**src/rtl/shr_pkg.sv**
```systemverilog
package shr_pkg;
  localparam int SHR_AW = 16;
  localparam int SHR_DW = 32;

  localparam int CTL_OFS_LSB = 0;
  localparam int CTL_OP_LSB  = 28;
  localparam int CTL_OP_MSB  = 29;

  localparam int XT_LP_BIT   = 0;
  localparam int XT_PERS_BIT = 1;
  localparam int XT_TRIM_LSB = 8;
  localparam int XT_TRIM_W   = 4;

  typedef enum logic [1:0] {
    OP_IDLE_A = 2'd0,
    OP_IDLE_B = 2'd1,
    OP_READ   = 2'd2,
    OP_WRITE  = 2'd3
  } shr_op_e;

  typedef struct packed {
    logic              we;
    logic [SHR_AW-1:0] addr;
    logic [SHR_DW-1:0] wdata;
  } shr_req_t;
endpackage

```
**src/rtl/shr_host_window.sv**
```systemverilog
module shr_host_window
  import shr_pkg::*;
#(
  parameter int               HOST_AW  = 8,
  parameter logic [HOST_AW-1:0] CTRL_OFS = 8'hEC,
  parameter logic [HOST_AW-1:0] DATA_OFS = 8'hF4
) (
  input  logic               clk_i,
  input  logic               rst_ni,
  input  logic               hreq_i,
  input  logic               hwe_i,
  input  logic [HOST_AW-1:0] haddr_i,
  input  logic [SHR_DW-1:0]  hwdata_i,
  output logic [SHR_DW-1:0]  hrdata_o,
  output logic               hready_o,
  output logic               req_v_o,
  output shr_req_t           req_o,
  input  logic               gnt_i,
  input  logic [SHR_DW-1:0]  rdata_i
);
  logic [SHR_DW-1:0] ctrl_q, data_q;
  logic              pend_q, pend_we_q;
  logic              acc, ctrl_wr, data_wr;
  shr_op_e           op_w;

  assign acc     = hreq_i && !pend_q;
  assign ctrl_wr = acc && hwe_i && (haddr_i == CTRL_OFS);
  assign data_wr = acc && hwe_i && (haddr_i == DATA_OFS);
  assign op_w    = shr_op_e'(hwdata_i[CTL_OP_MSB:CTL_OP_LSB]);

  always_ff @(posedge clk_i or negedge rst_ni) begin
    if (!rst_ni) begin
      ctrl_q    <= '0;
      data_q    <= '0;
      pend_q    <= 1'b0;
      pend_we_q <= 1'b0;
    end else begin
      if (ctrl_wr) begin
        ctrl_q    <= hwdata_i;
        pend_q    <= (op_w == OP_READ) || (op_w == OP_WRITE);
        pend_we_q <= (op_w == OP_WRITE);
      end else if (pend_q && gnt_i) begin
        pend_q <= 1'b0;
        if (!pend_we_q) data_q <= rdata_i;
      end
      if (data_wr) data_q <= hwdata_i;
    end
  end

  assign req_v_o     = pend_q;
  assign req_o.we    = pend_we_q;
  assign req_o.addr  = ctrl_q[CTL_OFS_LSB +: SHR_AW];
  assign req_o.wdata = data_q;
  assign hready_o    = !pend_q;

  always_comb begin
    hrdata_o = '0;
    if (acc && !hwe_i) begin
      if (haddr_i == CTRL_OFS)      hrdata_o = ctrl_q;
      else if (haddr_i == DATA_OFS) hrdata_o = data_q;
    end
  end

  AST_PEND_ONE_CYCLE: assert property (@(posedge clk_i) disable iff (!rst_ni)
    pend_q && gnt_i |=> !pend_q && hready_o);
  AST_IDLE_OP_NO_REQ: assert property (@(posedge clk_i) disable iff (!rst_ni)
    ctrl_wr && (op_w == OP_IDLE_A || op_w == OP_IDLE_B) |=> !req_v_o);
endmodule

```
**src/rtl/shr_arbiter.sv**
```systemverilog
module shr_arbiter
  import shr_pkg::*;
(
  input  logic     clk_i,
  input  logic     rst_ni,
  input  logic     host_v_i,
  input  shr_req_t host_req_i,
  input  logic     mac_v_i,
  input  shr_req_t mac_req_i,
  input  logic     pwr_good_i,
  output logic     host_gnt_o,
  output logic     mac_gnt_o,
  output logic     bank_v_o,
  output shr_req_t bank_req_o
);
  logic mac_live;

  assign mac_live   = mac_v_i && pwr_good_i;
  assign host_gnt_o = host_v_i;
  assign mac_gnt_o  = mac_live && !host_v_i;
  assign bank_v_o   = host_v_i || mac_live;
  assign bank_req_o = host_v_i ? host_req_i : mac_req_i;

  AST_MAC_MASKED: assert property (@(posedge clk_i) disable iff (!rst_ni)
    !pwr_good_i |-> !mac_gnt_o);
  AST_HOST_FIRST: assert property (@(posedge clk_i) disable iff (!rst_ni)
    host_v_i |-> host_gnt_o && !mac_gnt_o);
endmodule

```
**src/rtl/shr_reg_bank.sv**
```systemverilog
module shr_reg_bank
  import shr_pkg::*;
#(
  parameter logic [SHR_AW-1:0]    GP_BASE  = 16'h01DC,
  parameter int                   GP_NUM   = 2,
  parameter logic [SHR_AW-1:0]    XTAL_OFS = 16'h01D0,
  parameter logic [XT_TRIM_W-1:0] TRIM_RST = 4'h8
) (
  input  logic              clk_i,
  input  logic              rst_ni,
  input  logic              shr_rst_i,
  input  logic              acc_v_i,
  input  shr_req_t          req_i,
  output logic [SHR_DW-1:0] rdata_o
);
  localparam int GP_STRIDE = SHR_DW / 8;

  logic [GP_NUM-1:0]    gp_hit;
  logic [SHR_DW-1:0]    gp_rd [GP_NUM];
  logic                 xt_hit, lp_q, pers_q;
  logic [XT_TRIM_W-1:0] trim_q;
  logic [SHR_DW-1:0]    xt_rd;

  for (genvar g = 0; g < GP_NUM; g++) begin : g_gp
    logic [SHR_DW-1:0] val_q;
    assign gp_hit[g] = (req_i.addr == GP_BASE + SHR_AW'(g * GP_STRIDE));
    always_ff @(posedge clk_i or negedge rst_ni) begin
      if (!rst_ni)                          val_q <= '0;
      else if (shr_rst_i)                   val_q <= '0;
      else if (acc_v_i && req_i.we && gp_hit[g]) val_q <= req_i.wdata;
    end
    assign gp_rd[g] = gp_hit[g] ? val_q : '0;
  end

  assign xt_hit = (req_i.addr == XTAL_OFS);

  always_ff @(posedge clk_i or negedge rst_ni) begin
    if (!rst_ni) begin
      lp_q   <= 1'b0;
      pers_q <= 1'b0;
      trim_q <= TRIM_RST;
    end else if (shr_rst_i) begin
      trim_q <= TRIM_RST;
      if (!pers_q) lp_q <= 1'b0;
    end else if (acc_v_i && req_i.we && xt_hit) begin
      lp_q   <= req_i.wdata[XT_LP_BIT];
      pers_q <= req_i.wdata[XT_PERS_BIT];
      trim_q <= req_i.wdata[XT_TRIM_LSB +: XT_TRIM_W];
    end
  end

  always_comb begin
    xt_rd = '0;
    if (xt_hit) begin
      xt_rd[XT_LP_BIT]                  = lp_q;
      xt_rd[XT_PERS_BIT]                = pers_q;
      xt_rd[XT_TRIM_LSB +: XT_TRIM_W]   = trim_q;
    end
  end

  always_comb begin
    rdata_o = xt_rd;
    for (int g = 0; g < GP_NUM; g++) rdata_o |= gp_rd[g];
  end

  AST_XTAL_PERSIST: assert property (@(posedge clk_i) disable iff (!rst_ni)
    shr_rst_i && pers_q |=> lp_q == $past(lp_q) && pers_q);
  AST_XTAL_CLEAR: assert property (@(posedge clk_i) disable iff (!rst_ni)
    shr_rst_i && !pers_q |=> !lp_q && !pers_q);
endmodule

```
**src/rtl/shr_window_bridge.sv**
```systemverilog
module shr_window_bridge
  import shr_pkg::*;
#(
  parameter int                   HOST_AW  = 8,
  parameter logic [HOST_AW-1:0]   CTRL_OFS = 8'hEC,
  parameter logic [HOST_AW-1:0]   DATA_OFS = 8'hF4,
  parameter logic [15:0]          GP_BASE  = 16'h01DC,
  parameter int                   GP_NUM   = 2,
  parameter logic [15:0]          XTAL_OFS = 16'h01D0,
  parameter logic [3:0]           TRIM_RST = 4'h8
) (
  input  logic               clk_i,
  input  logic               rst_ni,
  input  logic               shr_rst_i,
  input  logic               hreq_i,
  input  logic               hwe_i,
  input  logic [HOST_AW-1:0] haddr_i,
  input  logic [31:0]        hwdata_i,
  output logic [31:0]        hrdata_o,
  output logic               hready_o,
  input  logic               mac_pwr_good_i,
  input  logic               mac_req_i,
  input  logic               mac_we_i,
  input  logic [15:0]        mac_addr_i,
  input  logic [31:0]        mac_wdata_i,
  output logic               mac_gnt_o,
  output logic [31:0]        mac_rdata_o
);
  logic        win_v, win_gnt, bank_v;
  shr_req_t    win_req, mac_req, bank_req;
  logic [31:0] bank_rdata;

  assign mac_req.we    = mac_we_i;
  assign mac_req.addr  = mac_addr_i;
  assign mac_req.wdata = mac_wdata_i;

  shr_host_window #(.HOST_AW(HOST_AW), .CTRL_OFS(CTRL_OFS), .DATA_OFS(DATA_OFS)) u_win (
    .clk_i, .rst_ni, .hreq_i, .hwe_i, .haddr_i, .hwdata_i, .hrdata_o, .hready_o,
    .req_v_o(win_v), .req_o(win_req), .gnt_i(win_gnt), .rdata_i(bank_rdata)
  );

  shr_arbiter u_arb (
    .clk_i, .rst_ni,
    .host_v_i(win_v), .host_req_i(win_req),
    .mac_v_i(mac_req_i), .mac_req_i(mac_req), .pwr_good_i(mac_pwr_good_i),
    .host_gnt_o(win_gnt), .mac_gnt_o(mac_gnt_o),
    .bank_v_o(bank_v), .bank_req_o(bank_req)
  );

  shr_reg_bank #(.GP_BASE(GP_BASE), .GP_NUM(GP_NUM), .XTAL_OFS(XTAL_OFS), .TRIM_RST(TRIM_RST)) u_bank (
    .clk_i, .rst_ni, .shr_rst_i, .acc_v_i(bank_v), .req_i(bank_req), .rdata_o(bank_rdata)
  );

  assign mac_rdata_o = mac_gnt_o ? bank_rdata : '0;

  AST_MAC_OFF_SILENT: assert property (@(posedge clk_i) disable iff (!rst_ni)
    !mac_pwr_good_i |-> mac_rdata_o == '0);
  AST_READY_AFTER_STALL: assert property (@(posedge clk_i) disable iff (!rst_ni)
    !hready_o |=> hready_o);
endmodule

```
**config.mk**
```make
export PLATFORM = sky130hd
export DESIGN_NAME = shr_window_bridge
export DESIGN_NICKNAME = d
export VERILOG_FILES = /design/src/rtl/shr_pkg.sv /design/src/rtl/shr_host_window.sv /design/src/rtl/shr_arbiter.sv /design/src/rtl/shr_reg_bank.sv /design/src/rtl/shr_window_bridge.sv
export SDC_FILE = /design/constraint.sdc
export NUM_CORES = 1
export LEC_CHECK = 0
export CAP_MARGIN = 10
export CORE_MARGIN = 10
export CORE_UTILIZATION = 49
export DETAILED_ROUTE_END_ITERATION = 10
export DONT_BUFFER_PORTS = 1
export HOLD_SLACK_MARGIN = 0.08
export PLACE_DENSITY_LB_ADDON = 0.15
export SLEW_MARGIN = 20
export SYNTH_ARGS = -nofsm -noshare
export SYNTH_HDL_FRONTEND = slang
export SYNTH_SLANG_ARGS = --single-unit
```
**constraint.sdc**
```tcl
create_clock -name clk_i -period 2.37 [get_ports clk_i]
set_input_delay 0.1185 -clock clk_i [delete_from_list [all_inputs] [get_ports clk_i]]
set_output_delay 0.1185 -clock clk_i [all_outputs]
set_load 0.05 [all_outputs]
```
==> Implementation_results.wiki <==
{| class="wikitable"
! Metric !! Value
|-
| Run status || finished with violations
|-
| Violated checks || hold timing, setup timing
|-
| Post-detailed-route via-to-cell ratio || 6.51
|-
| Fin area || 12000 sq um
|-
| Number of buffers on the longest clock path || 2
|-
| Final routed wirelength across all metal layers || approximately 31000 um
|-
| Total iterations of the first detailed-routing run || 6
|-
| Wire length per cell after detailed routing || 26.8 um
|-
| Seq/Total Area, Yosys || 45.1%
|-
| Slew margin rel. || roughly 50%
|-
| Area share of the largest cell type after synthesis || approximately 45%
|-
| Period minus WS final || about 2.9 ns
|-
| Clock latency on the worst-skew pair || about 0.43 ns
|-
| DRT antenna net count || 0
|-
| Final Hold Fails || 136
|-
| Remaining routing DRC violations || 0
|-
| Count of maximum capacitance violations || 0
|-
| Leading cell types by total area after synthesis || dfrtp_1 45%, nor2_1 7.8%, mux2_2 6.3%
|-
| Placed wire-length estimate after detailed placement || 16400 um
|-
| Layout overhead on the synthesized area || 58.4%
|-
| Crit. End Element || output pin
|-
| Clock slew at the register clock pins of the worst setup and hold paths || ~0.060 ns
|-
| Data required time at the worst endpoint || 2.25 ns
|-
| TritonCTS Buffers || 17
|-
| Core Rows || 45
|-
| Worst-path maximum fanout || 6
|-
| Number of design-rule violations left by the first detailed-router iteration || between 900 and 1k
|-
| Core region area || between 15000 and 20000 sq um
|-
| Hold_ws || -0.620 ns
|-
| Pwr dens || 468 nW/um^2
|-
| Average cell area after synthesis || between 9 and 10 sq um
|-
| Synthesized area || 7550 sq um
|-
| Number of global-route vias before repair || roughly 7.4k
|-
| Die Height || approximately 140 um
|-
| Cts hold-fix bufs || 65
|-
| Maximum number of pins on one net before global-route repair || 137
|-
| Number of register bits inferred by synthesis || roughly 140
|-
| Worst slack after detailed placement || -0.0850 ns
|-
| Die area || 20800 sq um
|-
| Class of the tightest hold or removal check || in -> async
|-
| Slack of the worst reg-to-reg path || -0.30 ns
|-
| Commonest cells after routing, fill and taps aside || 134 x dfrtp_1, 98 x nor2_1, 64 x dlygate4sd3_1
|-
| Worst path arrival time || about 2.8 ns
|-
| Commonest non-fill, non-tap cell in the layout || dfrtp_1
|-
| Clock Skew || between 0.007 and 0.008 ns
|-
| Count of pins over their slew limit || 0
|-
| Cell leakage power || approximately 4.9 nW
|-
| Global router's overall resource usage || about a quarter
|-
| Clock tree from TritonCTS || done
|-
| Wire length of the first global-routing pass || 42000 um
|-
| Number of warnings issued by yosys || 0
|-
| Max H-tree Level || 4
|-
| Number of nets in the synthesized netlist || 858
|-
| Cells on worst reg2reg path || 10
|-
| WS Path Type || reg -> out
|-
| # clock sinks || 136
|-
| Clock tree root buffer cell || clkbuf_16
|-
| Total power of the final layout || 5.60 mW
|-
| Total stage count of the critical path || 9
|-
| Fin nets || between 1k and 1.5k
|-
| Initial standard-cell utilization of the core || 49.9%
|-
| Share of post-route cells with drive strength above 1 || a little over two fifths
|-
| Width of the die || roughly 140 um
|-
| Overall overflow remaining after global route || 0
|-
| Fraction of the core area covered by cells at the end of the flow || between 70 and 80%
|-
| Dominant delay contributor by cell family on the critical path || compound AO/OA/AOI/OAI gates
|-
| Ports placed on the boundary || 162
|-
| Global placement routability congestion || ~0.84
|-
| IO Port Bufs || 0
|-
| Final setup violation count || 160
|-
| Final worst-path cycle share || 122%
|-
| Worst voltage drop across the vdd grid || roughly 0.48 mV
|-
| Detailed-route via count || approximately 7.4k
|-
| Area after detailed placement || about 9000 sq um
|-
| Critical Path Max Stage Delay || ~0.48 ns
|-
| Critical-path top delay cell || dfrtp_2
|-
| Cell type with the largest total area after synthesis || dfrtp_1
|-
| Number of antenna violations at the first check in global routing || 1
|-
| Worst flop-to-flop path endpoint || u_bank.g_gp[0].val_q[29]
|-
| Least-Margin Pin Slew || about 0.75 ns
|-
| Synth cell types || 44
|-
| Reg2reg start || u_win.req_v_o
|-
| Cell Chain, Critical Path || buf_12 > nand3b_1 > a22o_4 > a211oi_4 > buf_12 > buf_12 > a22oi_1 > nor2_1 > buf_6
|-
| Cells after synthesis || 762
|-
| CP dominant cell by count || buf_12
|-
| Fmax || 0.345 GHz
|-
| Fin worst setup slack || -0.526 ns
|-
| RSZ-0062 raised after global routing || true
|-
| CP Launch Type || flip-flop
|-
| Buffers & Inverters on Critical Path || 4
|}
cell usage after synthesis (all sizes together):
cell	n
buf	33
o21ai	24
o22ai	2
a2111oi	4
or3b	2
a221o	44
nor4	1
o31ai	1
and2	6
a211oi	26
nand2	51
mux2i	44
nand3b	3
a21oi	27
clkbuf	34
nand4	1
nand2b	24
and3	14
mux2	42
inv	4
a22o	2
nor3	4
dfrtp	135
nand4bb	1
nor2b	1
nor4b	2
and3b	2
or4b	1
a22oi	59
dfstp	1
nor3b	4
nor2	157
nand3	6
stage by stage:
step / TNS, ns / instances / hold WS [ns]
global route: -36.65 / 1142 / -0.630
global placement: -0.254 / 997 / -0.170
floorplan: -0.429 / 762 / -0.177
detailed placement: -2.10 / 997 / -0.171
CTS: -22.71 / 1124 / -0.619
finish: -31.26 / 1142 / -0.620
power breakdown:
part | switching, mW | total, mW | internal (mW)
combinational | 0.209 | 0.386 | 0.178
clock | 1.03 | 2.83 | 1.80
sequential | 0.0293 | 2.38 | 2.35
routing by layer:
| metal | GRT usage [%] | vias to the layer above | wire, um |
|---|---|---|---|
| met1 | 31.3 | 3743 | 11400 |
| met5 | 0 | - | 0 |
| met2 | 43.8 | 453 | 15400 |
| met4 | 8.46 | 0 | 1370 |
| met3 | 7.31 | 103 | 2440 |
| li1 | - | 3133 | - |
cell families after synthesis:
kind of cell	after synthesis	synth area share (%)
flip-flops	136	45.1
AO/OA/AOI/OAI	189	21.0
AND/OR/NAND/NOR	280	16.9
multiplexers	86	12.1
buffers and inverters	71	4.85
what timing repair did:
action                     in CTS  in global routing
hold endpoints to repair      272                136
gates cloned                    6                 10
resized for setup              94                218
pin swaps                      62                 78
setup endpoints to repair      82                166
setup buffers                  27                 12
registers in the layout (all words and copies together), names as in the netlist:
register / count
u_bank.g_gp.val_q: 64
u_win.ctrl_q: 32
u_win.data_q: 32
u_bank.trim_q: 4
u_bank.lp_q: 1
u_bank.pers_q: 1
u_win.pend_we_q: 1
u_win.req_v_o: 1
area by class of cell:
class / count / area (sq um)
Antenna cell: 1 / 2.50
Clock buffer: 21 / 460
Clock inverter: 10 / 150
Fill cell: 845 / 3190
Inverter: 4 / 21.3
Multi-Input combinational cell: 555 / 4630
Sequential cell: 136 / 3410
Tap cell: 188 / 235
Timing Repair Buffer: 227 / 3050
worst register-to-register path: stages (launching register included):
cell	delay [ns]
dfrtp_2	0.48
buf_12	0.17
nand3b_1	0.27
a22o_4	0.34
buf_6	0.13
buf_4	0.15
a2111oi_4	0.34
buf_4	0.22
clkbuf_16	0.16
mux2i_1	0.23
nor2_1	0.06
worst max-delay path by stage:
| stage | slack, ns | to | start |
|---|---|---|---|
| 5_1_grt | -0.54 | mac_rdata_o[3] | u_win.req_v_o |
| 2_1_floorplan | -0.06 | mac_rdata_o[2] | u_win.req_v_o |
| 6_report | -0.53 | mac_rdata_o[3] | u_win.req_v_o |
| 4_1_cts | -0.35 | mac_rdata_o[7] | u_win.req_v_o |
| 3_3_place_gp | -0.04 | mac_rdata_o[2] | u_win.req_v_o |
| 3_5_place_dp | -0.09 | mac_rdata_o[2] | u_win.req_v_o |
Power figures use the tool's default switching activity.
